`config.mk`:
```
export PLATFORM = sky130hd
export DESIGN_NAME = adc_result_interlock
export DESIGN_NICKNAME = d
export VERILOG_FILES = /design/src/rtl/adcrr_pkg.sv /design/src/rtl/rr_read_port.sv /design/src/rtl/rr_lock_ctrl.sv /design/src/rtl/rr_result_store.sv /design/src/rtl/adc_result_interlock.sv
export SDC_FILE = /design/constraint.sdc
export NUM_CORES = 1
export LEC_CHECK = 0
export ABC_AREA = 1
export ABC_CLOCK_PERIOD_IN_PS = 1600
export BUFFER_PORTS_ARGS = -buffer_cell sky130_fd_sc_hd__buf_2
export CORE_UTILIZATION = 40
export CTS_BUF_LIST = sky130_fd_sc_hd__clkbuf_2
export CTS_CLUSTER_SIZE = 20
export DETAILED_ROUTE_END_ITERATION = 7
export PLACE_DENSITY = 0.62
export SYNTH_ARGS = -nofsm -noshare
export SYNTH_HDL_FRONTEND = slang
export SYNTH_HIERARCHICAL = 1
export SYNTH_SLANG_ARGS = --single-unit
```
`constraint.sdc`:
```
create_clock -name clk -period 1.6 [get_ports clk]
set_input_delay 0.32 -clock clk [delete_from_list [all_inputs] [get_ports clk]]
set_output_delay 0.32 -clock clk [all_outputs]
set_load 0.01 [all_outputs]
```
`src/rtl/adcrr_pkg.sv`:
```
package adcrr_pkg;
  localparam int RES_W  = 10;
  localparam int BYTE_W = 8;
  localparam int TOP_W  = RES_W - BYTE_W;

  // Value stored on a load: in 8-bit mode only the low byte is kept.
  function automatic logic [RES_W-1:0] stored_word(input logic m8,
                                                   input logic [RES_W-1:0] raw);
    stored_word = m8 ? {{TOP_W{1'b0}}, raw[BYTE_W-1:0]} : raw;
  endfunction

  function automatic logic [BYTE_W-1:0] upper_byte(input logic [RES_W-1:0] w);
    upper_byte = {{(BYTE_W-TOP_W){1'b0}}, w[RES_W-1:BYTE_W]};
  endfunction

  function automatic logic [BYTE_W-1:0] lower_byte(input logic [RES_W-1:0] w);
    lower_byte = w[BYTE_W-1:0];
  endfunction
endpackage

```
`src/rtl/rr_read_port.sv`:
```
module rr_read_port
  import adcrr_pkg::*;
#(
  parameter int ADDR_W  = 2,
  parameter int HI_ADDR = 0,
  parameter int LO_ADDR = 1
) (
  input  logic              rd_en,
  input  logic [ADDR_W-1:0] rd_addr,
  input  logic [RES_W-1:0]  held_word,
  output logic              hi_rd,
  output logic              lo_rd,
  output logic [BYTE_W-1:0] rd_data
);
  localparam logic [ADDR_W-1:0] HI_A = ADDR_W'(HI_ADDR);
  localparam logic [ADDR_W-1:0] LO_A = ADDR_W'(LO_ADDR);

  assign hi_rd = rd_en && (rd_addr == HI_A);
  assign lo_rd = rd_en && (rd_addr == LO_A);

  always_comb begin
    if (hi_rd)      rd_data = upper_byte(held_word);
    else if (lo_rd) rd_data = lower_byte(held_word);
    else            rd_data = '0;
  end
endmodule

```
`src/rtl/rr_lock_ctrl.sv`:
```
module rr_lock_ctrl
  import adcrr_pkg::*;
(
  input  logic             clk,
  input  logic             rst_n,
  input  logic             mode8,
  input  logic             hi_rd,
  input  logic             lo_rd,
  input  logic             conv_done,
  input  logic [RES_W-1:0] conv_result,
  output logic             load,
  output logic [RES_W-1:0] load_raw,
  output logic             lock_q,
  output logic             lost_q
);
  logic             pend_q;
  logic [RES_W-1:0] pend_word_q;
  logic             comp_v;
  logic             eff_lock;
  logic             drop;
  logic             defer;

  // A held completion re-enters through the same path; a fresh pulse wins.
  assign comp_v   = conv_done | pend_q;
  assign load_raw = conv_done ? conv_result : pend_word_q;
  // An upper-byte read locks already in its own cycle.
  assign eff_lock = lock_q | (hi_rd & ~mode8);
  assign load     = comp_v & ~eff_lock;
  assign defer    = comp_v & eff_lock & lo_rd;
  assign drop     = comp_v & eff_lock & ~lo_rd;

  always_ff @(posedge clk or negedge rst_n) begin
    if (!rst_n) begin
      lock_q      <= 1'b0;
      lost_q      <= 1'b0;
      pend_q      <= 1'b0;
      pend_word_q <= '0;
    end else begin
      if (mode8 || lo_rd) lock_q <= 1'b0;
      else if (hi_rd)     lock_q <= 1'b1;

      if (lo_rd)     lost_q <= 1'b0;
      else if (drop) lost_q <= 1'b1;

      pend_q <= defer;
      if (defer) pend_word_q <= load_raw;
    end
  end

  p_lock_set_r4: assert property (@(posedge clk) disable iff (!rst_n)
    (hi_rd && !mode8) |=> lock_q);
  p_lock_clr_r5: assert property (@(posedge clk) disable iff (!rst_n)
    lo_rd |=> !lock_q);
  p_no_lock_r8: assert property (@(posedge clk) disable iff (!rst_n)
    mode8 |=> !lock_q);
  p_lost_set_r7: assert property (@(posedge clk) disable iff (!rst_n)
    drop |=> lost_q);
  p_lost_clr_r7: assert property (@(posedge clk) disable iff (!rst_n)
    lo_rd |=> !lost_q);
  p_defer_load_r9: assert property (@(posedge clk) disable iff (!rst_n)
    (defer && !hi_rd) |=> (pend_q && (conv_done || !hi_rd) -> load));
endmodule

```
`src/rtl/rr_result_store.sv`:
```
module rr_result_store
  import adcrr_pkg::*;
(
  input  logic             clk,
  input  logic             rst_n,
  input  logic             load,
  input  logic             mode8,
  input  logic [RES_W-1:0] load_raw,
  output logic [RES_W-1:0] held_word
);
  always_ff @(posedge clk or negedge rst_n) begin
    if (!rst_n)    held_word <= '0;
    else if (load) held_word <= stored_word(mode8, load_raw);
  end

  p_idle_hold_r3: assert property (@(posedge clk) disable iff (!rst_n)
    !load |=> $stable(held_word));
endmodule

```
`src/rtl/adc_result_interlock.sv`:
```
module adc_result_interlock
  import adcrr_pkg::*;
#(
  parameter int ADDR_W  = 2,
  parameter int HI_ADDR = 0,
  parameter int LO_ADDR = 1
) (
  input  logic              clk,
  input  logic              rst_n,
  input  logic              mode8,
  input  logic              conv_done,
  input  logic [9:0]        conv_result,
  input  logic              rd_en,
  input  logic [ADDR_W-1:0] rd_addr,
  output logic [7:0]        rd_data,
  output logic              lost_flag
);
  logic             hi_rd;
  logic             lo_rd;
  logic             load;
  logic [RES_W-1:0] load_raw;
  logic [RES_W-1:0] held_word;
  logic             lock_q;
  logic             lost_q;

  rr_read_port #(.ADDR_W(ADDR_W), .HI_ADDR(HI_ADDR), .LO_ADDR(LO_ADDR)) u_port (
    .rd_en(rd_en), .rd_addr(rd_addr), .held_word(held_word),
    .hi_rd(hi_rd), .lo_rd(lo_rd), .rd_data(rd_data)
  );

  rr_lock_ctrl u_lock (
    .clk(clk), .rst_n(rst_n), .mode8(mode8), .hi_rd(hi_rd), .lo_rd(lo_rd),
    .conv_done(conv_done), .conv_result(conv_result),
    .load(load), .load_raw(load_raw), .lock_q(lock_q), .lost_q(lost_q)
  );

  rr_result_store u_store (
    .clk(clk), .rst_n(rst_n), .load(load), .mode8(mode8),
    .load_raw(load_raw), .held_word(held_word)
  );

  assign lost_flag = lost_q;

  // Locked and not being unlocked: the held pair must not move.
  p_frozen_r4: assert property (@(posedge clk) disable iff (!rst_n)
    (lock_q && !lo_rd) |=> $stable(held_word));
  // A completion in the cycle of an upper-byte read in 10-bit mode is not taken.
  p_same_cycle_hi_r4: assert property (@(posedge clk) disable iff (!rst_n)
    (hi_rd && !mode8 && conv_done) |=> ($stable(held_word) && lost_flag));
endmodule

```
# [Word-level counts from Yosys, hierarchy flattened]
# Index checks and enable logic that the tools add are counted.
[totals] latchBits=0 mem_bits_ro=0 ramBits=0 in_bits=17 out_inout_bits=9 ff_bits=23 memories=0
[classes] n_bitwise=10 addsub=0 order_cmp=0 eq_ne=1 div=0 n_mul=0 muxes=8 reduce_logical=6 shifts=0
[ops] cell="2-to-1 mux 10 bit" n=2
[ops] cell="2-to-1 mux 8 bit" n=2
[ops] cell="bitwise AND 1 bit" n=5
[ops] cell="2-to-1 mux 1 bit" n=4
[ops] cell="nonzero test 2 bit" n=2
[ops] cell="inverter 1 bit" n=3
[ops] cell="== test 2 x 1 -> 1 bit (second input constant)" n=1
[ops] cell="logical AND 1 bit" n=2
[ops] cell="zero test 2 bit" n=1
[ops] cell="OR 1 bit" n=2
[ops] cell="logical OR 1 bit" n=1

# [Depth between registers and ports, before layout]
# Gate-level depths: netlist of the first run.
[depth] ltp_word=8 depth_mapped=9 mapped_depth_nobuf=8

# [Modules after synthesis]
# The synthesis of the first run kept the hierarchy.
[modules_own_cells] module="rr_lock_ctrl" area_each_um2=693.2 cells_each=93 n_inst=1 seq_area_each_um2=325.3
[modules_own_cells] module="rr_result_store" area_each_um2=384.1 cells_each=43 n_inst=1 seq_area_each_um2=250.2
[modules_own_cells] module="rr_read_port" area_each_um2=112.6 cells_each=24 n_inst=1 seq_area_each_um2=0.0

# [Worst setup path before layout of the first run]
# Ideal clock, no wire load.
[synth_timing] kind="input-to-reg" from="input port rd_addr[1]" to="register u_store.held_word[8]" arrival_ns=1.174 path_stages=8 setup_time_ns=0.117 path_slack_ns=0.309 path_buffers=2 cell_sequence="nor3_1 -> nand2_1 -> nand2_2 -> buf_4 -> a21oi_1 -> buf_6 -> nand3_1 -> nand2_1"
[synth_between] elab_chain_len=6
[synth_lines] item="start: declaration" line="adc_result_interlock.sv:14" source="input logic [ADDR_W-1:0] rd_addr,"
[synth_lines] item="zero test 2 bit" line="rr_read_port.sv:18" source="assign hi_rd = rd_en && (rd_addr == HI_A);"
[synth_lines] item="logical AND 1 bit" line="rr_read_port.sv:18"
[synth_lines] item="bitwise AND 1 bit" line="rr_lock_ctrl.sv:27" source="assign eff_lock = lock_q | (hi_rd & ~mode8);"
[synth_lines] item="OR 1 bit" line="rr_lock_ctrl.sv:27"
[synth_lines] item="inverter 1 bit" line="rr_lock_ctrl.sv:28" source="assign load = comp_v & ~eff_lock;"
[synth_lines] item="bitwise AND 1 bit" line="rr_lock_ctrl.sv:28"
[synth_lines] item="via load" line="adc_result_interlock.sv:20" source="logic load;"
[synth_lines] item="end signal: assignment" line="rr_result_store.sv:13" source="else if (load) held_word <= stored_word(mode8, load_raw);"
[synth_lines] item="end: declaration" line="rr_result_store.sv:9" source="output logic [RES_W-1:0] held_word"
# The timed path passes the listed nets, and every way through them passes these cells.
# A chain may end at the register's enable or synchronous reset.

# [Worst setup path after layout of the first run]
[layout_timing] from="register u_store.held_word[0]" to="output port rd_data[0]"
[layout_between] elab_chain_len=2
[layout_lines] item="2-to-1 mux 8 bit" line="rr_read_port.sv:23" source="else if (lo_rd) rd_data = lower_byte(held_word);"
[layout_lines] item="2-to-1 mux 8 bit" line="rr_read_port.sv:22" source="if (hi_rd) rd_data = upper_byte(held_word);"
[layout_lines] item="end: declaration" line="adc_result_interlock.sv:15" source="output logic [7:0] rd_data,"
# Every way passes these cells.

==> results of run 1 <==
## cell usage after synthesis, drive strengths merged
master / number / area (µm²)
nand3: 6 / 47.6
nand2: 83 / 317
nor3: 2 / 10.0
inv: 16 / 60.1
a21oi: 2 / 10.0
nand4: 12 / 75.1
buf: 7 / 61.3
nor2: 9 / 33.8
dfrtp: 23 / 576
## timing repair
item	in CTS	in global routing
endpoints found under the setup margin	0	10
hold buffers	1	0
endpoints found under the hold margin	23	0
gates resized for setup	0	1
## cells in the final DEF, fill, tap and decap left out, drive strengths merged
master and n:
nand2 83, buf 31, dfrtp 23, inv 16
nand4 12, nor2 9, nand3 6, clkbuf 3
nor3 2, a21oi 2, clkinv 1, dlygate4sd3 1
## area by class of cell
| class | instances | area [µm²] | area share |
|---|---|---|---|
| clock buffers | 3 | 15.0 | 0.0109 |
| clock inverters | 1 | 5.00 | 0.00365 |
| inverters | 16 | 60.1 | 0.0438 |
| multi-input cells | 114 | 497 | 0.362 |
| flip-flops and latches | 23 | 576 | 0.420 |
| well taps | 31 | 38.8 | 0.0283 |
| repair buffers | 32 | 180 | 0.131 |
## per-stage QoR
step	hold WS, ps	instance area (µm²)
floorplan	24.4	1190
global placement	319	1340
detailed placement	326	1340
CTS	127	1370
global route	157	1370
finish	157	1370
## path summary, 6_finish.rpt
kind / endpoint / slack [ps] / cells past startpoint
max in group asynchronous: u_store/held_word[8] / 790 / 2
worst max register to register: u_store/held_word[0] / 310 / 6
worst min-delay path: u_lock/lock_q / 160 / 2
worst max-delay path: rd_data[0] / 240 / 3
worst min register to register: u_lock/pend_word_q[8] / 510 / 2
min in group asynchronous: u_lock/pend_word_q[0] / 460 / 2
## kinds of logic (layout without fill, tap and decap cells)
| kind of cell | count (synthesis) | after routing | share of synthesized area |
|---|---|---|---|
| AND/OR/NAND/NOR | 112 | 112 | 0.406 |
| flip-flops | 23 | 23 | 0.484 |
| buffers and inverters | 23 | 52 | 0.102 |
| AO/OA/AOI/OAI | 2 | 2 | 0.00841 |
## power by group through the flow
stage	clock network (mW)	registers [mW]	logic, mW
6_report	0.223	0.680	0.219
5_1_grt	0.252	0.687	0.255
4_1_cts	0.247	0.680	0.221
3_5_place_dp	0	0.690	0.219
3_3_place_gp	0	0.689	0.213
2_1_floorplan	0	0.685	0.143
## metal layers
metal,up-vias,wire (µm),part of all wire
met3,0,92,0.037
met1,479,1220,0.49
met5,-,0,0
met4,0,0,0
met2,23,1200,0.48
li1,552,-,-
## worst max-delay path, cell delays in order (launching register included)
cell,delay [ps]
dfrtp_1,430
nand4_1,90
nand2_1,60
buf_2,130
## state kept, by name, summed over array words and instances, names as in the netlist
signal / count
u_store/held_word: 10
u_lock/lost_q: 1
u_lock/lock_q: 1
u_lock/pend_word_q: 10
u_lock/pend_q: 1
==> flow_metrics.env, run 1 <==
export IMPL_status="finished, final reports clean"
export IMPL_port_buffers=25
export IMPL_postRouteAntennaNets=0
export IMPL_critPathKind="flip-flop to output port"
export IMPL_power_frac_seq=0.606
export IMPL_p_total_mw=1.12
export IMPL_rows=19
export IMPL_start_util=0.428
export IMPL_fmax_ghz=0.737
export IMPL_remaining_drc_errors=0
export IMPL_critical_path_startpoint_type="flip-flop"
export IMPL_fp_dieW_um=56.5
export IMPL_clk_pin_slew_ps=210
export IMPL_p_comb_frac=0.195
export IMPL_syn_avg_cell_area_um2=7.44
export IMPL_use_met1=0.254
export IMPL_syn_to_final_growth_pct=15.2
export IMPL_clock_latency_ps=320
export IMPL_grt_pass1_wl_um=4450
export IMPL_period_share=0.848
export IMPL_finClkSkew_ps=9.12
export IMPL_rsz0062_at_grt="no"
export IMPL_ys_ff_latch=23
export IMPL_final_net_count=207
export IMPL_hpwlAfterDp_um=1840
export IMPL_yosysSeqAreaShare=0.484
export IMPL_power_switching_mw=0.337
export IMPL_grt_util_met3=0.0207
export IMPL_grt_max_degree=24
export IMPL_finish_utilization=0.493
export IMPL_timing_rr_start="u_lock/lock_q"
export IMPL_post_route_min_period_ps=1360
export IMPL_vias_per_cell=4.79
export IMPL_grt_use_met2=0.276
export IMPL_first_global_vias=1010
export IMPL_crit_start="u_store/held_word[0]"
export IMPL_dr_pass1_iters=4
export IMPL_dieHeight_um=56.5
export IMPL_cts_made_buffers=3
export IMPL_cp_max_fo=2
export IMPL_cts_tree="yes"
export IMPL_worstPathArrival_ps=1040
export IMPL_vias=1054
export IMPL_synth_cells=160
export IMPL_clock_sinks=23
export IMPL_h_tree_depth=1
export IMPL_switching_share=0.301
export IMPL_pre_cts_ws_ps=-145
export IMPL_grt_use_total=0.174
export IMPL_hold_viol_final=0
export IMPL_num_io_pins=26
export IMPL_core_area_mm2=0.00278
export IMPL_antenna_found_initial=0
export IMPL_slew_viol_final=0
export IMPL_wl_per_cell_um=11.4
export IMPL_worst_slack_ps=243
export IMPL_tns_ps=0
export IMPL_ys_types=15
export IMPL_worst_pin_slew_ps=510
export IMPL_cp_required_ps=1280
export IMPL_top_usage_layer="met2"
export IMPL_p_int_mw=0.785
export IMPL_peakVddDrop_uv=493
export IMPL_diodes=0
export IMPL_slew_headroom=0.660
export IMPL_maxCapViolations=0
export IMPL_layout_drive_gt1_share=0.222
export IMPL_synth_fp_nets=177
export IMPL_power_density_mw_per_mm2=819
export IMPL_setup_viol=0
export IMPL_cts_buffer_depth=2
export IMPL_n_fill_cell=293
export IMPL_drt_iter0_markers=37
export IMPL_pwr_share_clk=0.199
export IMPL_gp_congestion=0.765
export IMPL_syn_area_mm2=0.00119
export IMPL_cts_setup_buffers=0
export IMPL_p_leak_nw=0.832
export IMPL_cts_root_buf="clkbuf_2"
export IMPL_min_delay_start="mode8"
export IMPL_placedCellCount=215
export IMPL_endpoint_kind="output port"
export IMPL_dieArea_mm2=0.00320
export IMPL_stdcell_count=220
export IMPL_hp_class="input port to flip-flop"
export IMPL_grt_ovfl_total=0
export IMPL_totalWireLength_um=2510
export IMPL_yosysWarnings=6
No activity file was read; power rests on OpenSTA's default activity.
==> run 2: changes to the inputs <==
ABC_CLOCK_PERIOD_IN_PS = 1320   (was 1600)
clock period = 1.32 ns   (was 1.6 ns; I/O delays follow)
==> run 2 against run 1 <==
  * Register-to-register slack worse by 170 ps
  * Clock-buffer cell count stayed put
  * Clock power is 29% higher
  * Sequential power is 21% higher
  * Critical endpoint is now rd_data[1]
  * Largest cell class unchanged
==> flow_metrics.env, run 2 (synthesized netlist as in run 1, its figures left out) <==
export IMPL_dieHeight_um=56.5
export IMPL_core_area_mm2=0.00278
export IMPL_setup_viol=0
export IMPL_grt_use_total=0.184
export IMPL_period_share=0.985
export IMPL_power_density_mw_per_mm2=980
export IMPL_placedCellCount=218
export IMPL_syn_to_final_growth_pct=22.2
export IMPL_pwr_share_clk=0.202
export IMPL_finish_utilization=0.523
export IMPL_p_leak_nw=0.888
export IMPL_h_tree_depth=1
export IMPL_power_switching_mw=0.436
export IMPL_fp_dieW_um=56.5
export IMPL_gp_congestion=0.749
export IMPL_final_net_count=218
export IMPL_drt_iter0_markers=41
export IMPL_worstPathArrival_ps=1040
export IMPL_postRouteAntennaNets=0
export IMPL_hp_class="input port to flip-flop"
export IMPL_n_fill_cell=295
export IMPL_p_int_mw=0.989
export IMPL_critPathKind="flip-flop to output port"
export IMPL_cp_required_ps=1060
export IMPL_slew_viol_final=0
export IMPL_final_common_cell="nand2_1"
export IMPL_rows=19
export IMPL_finClkSkew_ps=6.62
export IMPL_grt_max_degree=24
export IMPL_maxCapViolations=0
export IMPL_cp_max_fo=2
export IMPL_totalWireLength_um=2720
export IMPL_peakVddDrop_uv=710
export IMPL_switching_share=0.306
export IMPL_first_global_vias=1029
export IMPL_worst_pin_slew_ps=521
export IMPL_endpoint_kind="output port"
export IMPL_antenna_found_initial=0
export IMPL_post_route_min_period_ps=1300
export IMPL_final_cell_mix="nand2_1, buf_2, dfrtp_1, buf_4, inv_1"
export IMPL_cts_tree="yes"
export IMPL_hold_viol_final=0
export IMPL_stdcell_count=231
export IMPL_p_total_mw=1.43
export IMPL_cts_root_buf="clkbuf_2"
export IMPL_power_frac_seq=0.577
export IMPL_top_regs="u_lock/pend_word_q: 10 flops, u_store/held_word: 10 flops"
export IMPL_vias=1114
export IMPL_layout_drive_gt1_share=0.265
export IMPL_port_buffers=25
export IMPL_fmax_ghz=0.769
export IMPL_grt_ovfl_total=0
export IMPL_dr_pass1_iters=4
export IMPL_hpwlAfterDp_um=1950
export IMPL_status="finished, final reports clean"
export IMPL_grt_pass1_wl_um=4600
export IMPL_clk_pin_slew_ps=220
export IMPL_p_comb_frac=0.221
export IMPL_rrSetupSlack_ps=140
export IMPL_critical_path_startpoint_type="flip-flop"
export IMPL_wl_per_cell_um=11.8
export IMPL_diodes=0
export IMPL_cts_made_buffers=3
export IMPL_num_io_pins=26
export IMPL_remaining_drc_errors=0
export IMPL_whs_ps=81.4
export IMPL_cts_buffer_depth=2
export IMPL_slew_headroom=0.652
export IMPL_dieArea_mm2=0.00320
export IMPL_clock_latency_ps=330
export IMPL_start_util=0.428
export IMPL_rsz0062_at_grt="yes"
export IMPL_vias_per_cell=4.82
export IMPL_clock_sinks=23
## run 2: cell types whose count changed in the layout (fill, tap and decap cells not counted)
cell	previous run	this run
buf_4	6	17
## run 2: stage by stage
step           worst slack (ps)  cell area, µm²  setup TNS, ps
6_report                   19.4            1450              0
5_1_grt                   -70.4            1450           -240
4_1_cts                   -9.82            1400          -9.82
3_5_place_dp              -84.4            1360          -1250
3_3_place_gp              -12.0            1360           -118
2_1_floorplan              85.1            1190              0
## run 2: power groups by stage
stage               clock (mW)  sequential (mW)  combinational (mW)
finish                   0.287            0.822               0.315
global route             0.326            0.833               0.357
CTS                      0.306            0.823               0.283
detailed placement           0            0.837               0.276
global placement             0            0.834               0.268
floorplan                    0            0.830               0.173
## run 2: critical path: stages (launching register included)
cell and delay [ps]:
dfrtp_1 440, nand3_1 90, nand2_1 50, buf_2 130
## run 2: cell type report
| type | instances | area [µm²] | area share |
|---|---|---|---|
| Sequential cell | 23 | 576 | 0.396 |
| Multi-Input combinational cell | 114 | 497 | 0.342 |
| Timing Repair Buffer | 43 | 263 | 0.181 |
| Inverter | 16 | 60.1 | 0.0413 |
| Tap cell | 31 | 38.8 | 0.0267 |
| Clock buffer | 3 | 15.0 | 0.0103 |
| Clock inverter | 1 | 5.00 | 0.00344 |
## run 2: per-layer routing
layer,vias up,GRT usage,share of wire
met4,0,0.0627,0.0048
met5,-,0,0
li1,578,-,-
met2,24,0.309,0.49
met1,510,0.241,0.47
met3,2,0.0276,0.036
## run 2: path summary, 6_finish.rpt
check / from / to / cells after the start
worst max-delay path: u_store/held_word[9] / rd_data[1] / 3
worst min-delay path: mode8 / u_lock/lock_q / 2
worst max register to register: u_lock/pend_q / u_lock/pend_word_q[0] / 5
worst min register to register: u_store/held_word[2] / u_store/held_word[2] / 2
max in group asynchronous: rst_n / u_lock/pend_word_q[9] / 2
min in group asynchronous: rst_n / u_store/held_word[0] / 2
## run 2: timing repair
| action | in CTS | in global routing |
|---|---|---|
| buffers inserted | 1 | 7 |
| hold buffers | 1 | 0 |
| gates resized for setup | 0 | 1 |
| hold endpoints to repair | 23 | 0 |
| setup endpoints to repair | 2 | 18 |
| pin swaps | 3 | 7 |
==> run 3: changes to the inputs <==
CORE_UTILIZATION = 50   (was 40)
PLACE_DENSITY = 0.74   (was 0.62)
==> run 3 against run 2 <==
  * Utilization up 13 points
  * Via count down 0.54%
  * Fmax down 0.74%
  * Worst hold slack improved by 8.4 ps
  * Die area fell by 19%
  * Combinational power about the same
  * Clock power down 2%
  * Critical path type unchanged
==> flow_metrics.env, run 3 (synthesized netlist as in run 1, its figures left out) <==
export IMPL_rows=17
export IMPL_pwr_share_clk=0.197
export IMPL_cts_tree="yes"
export IMPL_diodes=0
export IMPL_p_int_mw=0.991
export IMPL_start_util=0.533
export IMPL_power_density_mw_per_mm2=969
export IMPL_wl_per_cell_um=11.5
export IMPL_power_frac_seq=0.580
export IMPL_p_comb_frac=0.223
export IMPL_pre_cts_ws_ps=-59.9
export IMPL_fp_dieW_um=50.8
export IMPL_hpwlAfterDp_um=1900
export IMPL_use_met1=0.301
export IMPL_hp_class="input port to flip-flop"
export IMPL_cts_made_buffers=3
export IMPL_final_common_cell="nand2_1"
export IMPL_cp_max_fo=2
export IMPL_p_leak_nw=0.898
export IMPL_status="finished, final reports clean"
export IMPL_dieArea_mm2=0.00258
export IMPL_hold_viol_final=0
export IMPL_vias_per_cell=4.82
export IMPL_critPathKind="flip-flop to output port"
export IMPL_clock_sinks=23
export IMPL_layout_drive_gt1_share=0.272
export IMPL_clk_pin_slew_ps=220
export IMPL_cp_required_ps=1060
export IMPL_fmax_ghz=0.763
export IMPL_postRouteAntennaNets=0
export IMPL_top_usage_layer="met2"
export IMPL_num_io_pins=26
export IMPL_cts_root_buf="clkbuf_2"
export IMPL_timing_rr_start="u_lock/lock_q"
export IMPL_r2r_end="u_store/held_word[0]"
export IMPL_holdPathEnd="u_lock/lock_q"
export IMPL_p_total_mw=1.42
export IMPL_rrSetupSlack_ps=190
export IMPL_syn_to_final_growth_pct=23.1
export IMPL_min_delay_start="mode8"
export IMPL_endpoint_kind="output port"
export IMPL_slew_headroom=0.663
export IMPL_port_buffers=25
export IMPL_final_cell_mix="nand2_1, buf_2, dfrtp_1, buf_4, inv_1"
export IMPL_dieHeight_um=50.8
export IMPL_grt_util_met3=0.0273
export IMPL_grt_use_total=0.224
export IMPL_top_regs="u_lock/pend_word_q: 10 flops, u_store/held_word: 10 flops"
export IMPL_remaining_drc_errors=0
export IMPL_worst_slack_ps=9.70
export IMPL_slew_viol_final=0
export IMPL_r2r_cells=6
export IMPL_totalWireLength_um=2640
export IMPL_antenna_found_initial=0
export IMPL_grt_ovfl_total=0
export IMPL_dr_pass1_iters=4
export IMPL_core_area_mm2=0.00223
export IMPL_grt_max_degree=24
export IMPL_vias=1108
export IMPL_rsz0062_at_grt="yes"
export IMPL_worstPathArrival_ps=1050
export IMPL_final_net_count=220
export IMPL_setup_viol=0
export IMPL_hold_path_depth=2
export IMPL_peakVddDrop_uv=835
export IMPL_power_switching_mw=0.429
export IMPL_worst_pin_slew_ps=505
export IMPL_grt_use_met2=0.369
export IMPL_critical_path_startpoint_type="flip-flop"
export IMPL_clock_latency_ps=330
export IMPL_first_global_vias=994
export IMPL_maxCapViolations=0
export IMPL_period_share=0.993
export IMPL_drt_iter0_markers=28
export IMPL_switching_share=0.302
export IMPL_h_tree_depth=1
export IMPL_post_route_min_period_ps=1310
export IMPL_gp_congestion=0.805
export IMPL_grt_pass1_wl_um=4240
export IMPL_cts_buffer_depth=2
export IMPL_finClkSkew_ps=9.10
## run 3: cell types whose count changed in the layout (fill, tap and decap cells not counted)
cell,delta
buf_4,+2
## run 3: per-stage QoR
step | setup TNS, ps | std cells | cell area, µm² | hold slack (ps) | utilization
floorplan | 0 | 160 | 1190 | -31.6 | -
global placement | 0 | 218 | 1380 | 258 | 0.617
detailed placement | -452 | 218 | 1380 | 262 | 0.617
CTS | -3.85 | 224 | 1420 | 66.3 | 0.634
global route | -338 | 230 | 1470 | 83.4 | 0.656
finish | 0 | 230 | 1470 | 89.8 | 0.656
## run 3: repair_timing
action                     in CTS  in global routing
pin swaps                       2                  8
setup endpoints to repair       2                 18
setup buffers                   1                  6
hold endpoints to repair       23                  0
hold buffers                    1                  0
gates resized for setup         0                  1
## run 3: area by class of cell
| class | instances | area [µm²] |
|---|---|---|
| flip-flops and latches | 23 | 576 |
| clock buffers | 3 | 15.0 |
| clock inverters | 1 | 5.00 |
| inverters | 16 | 60.1 |
| fillers | 212 | 768 |
| repair buffers | 45 | 278 |
| well taps | 28 | 35.0 |
| multi-input cells | 114 | 497 |
## run 3: critical path: stages (launching register included)
cell and delay [ps]:
dfrtp_1 430, nand3_1 100, nand2_1 60, buf_2 130
## run 3: how the worst max path moves through the flow
stage / startpoint / end / slack (ps) / depth (start not counted)
after floorplan: rd_addr[1] / u_store/held_word[8] / 90 / 8
after global placement: rd_addr[1] / u_lock/pend_word_q[6] / 3 / 7
after detailed placement: rd_en / u_store/held_word[8] / -60 / 9
after CTS: u_store/held_word[1] / rd_data[1] / -4 / 3
after global routing: u_store/held_word[1] / rd_data[1] / -70 / 3
final: u_store/held_word[8] / rd_data[0] / 10 / 3
## run 3: per-layer routing
metal	part of all wire	up-vias
li1	-	577
met1	0.46	503
met2	0.49	26
met3	0.040	2
met4	0.0061	0
met5	0	-
## run 3: power by group through the flow
stage	clock network [mW]	logic (mW)	registers, mW
after CTS	0.295	0.287	0.824
after global placement	0	0.270	0.834
after global routing	0.327	0.360	0.831
after floorplan	0	0.173	0.830
final	0.280	0.317	0.823
after detailed placement	0	0.279	0.838
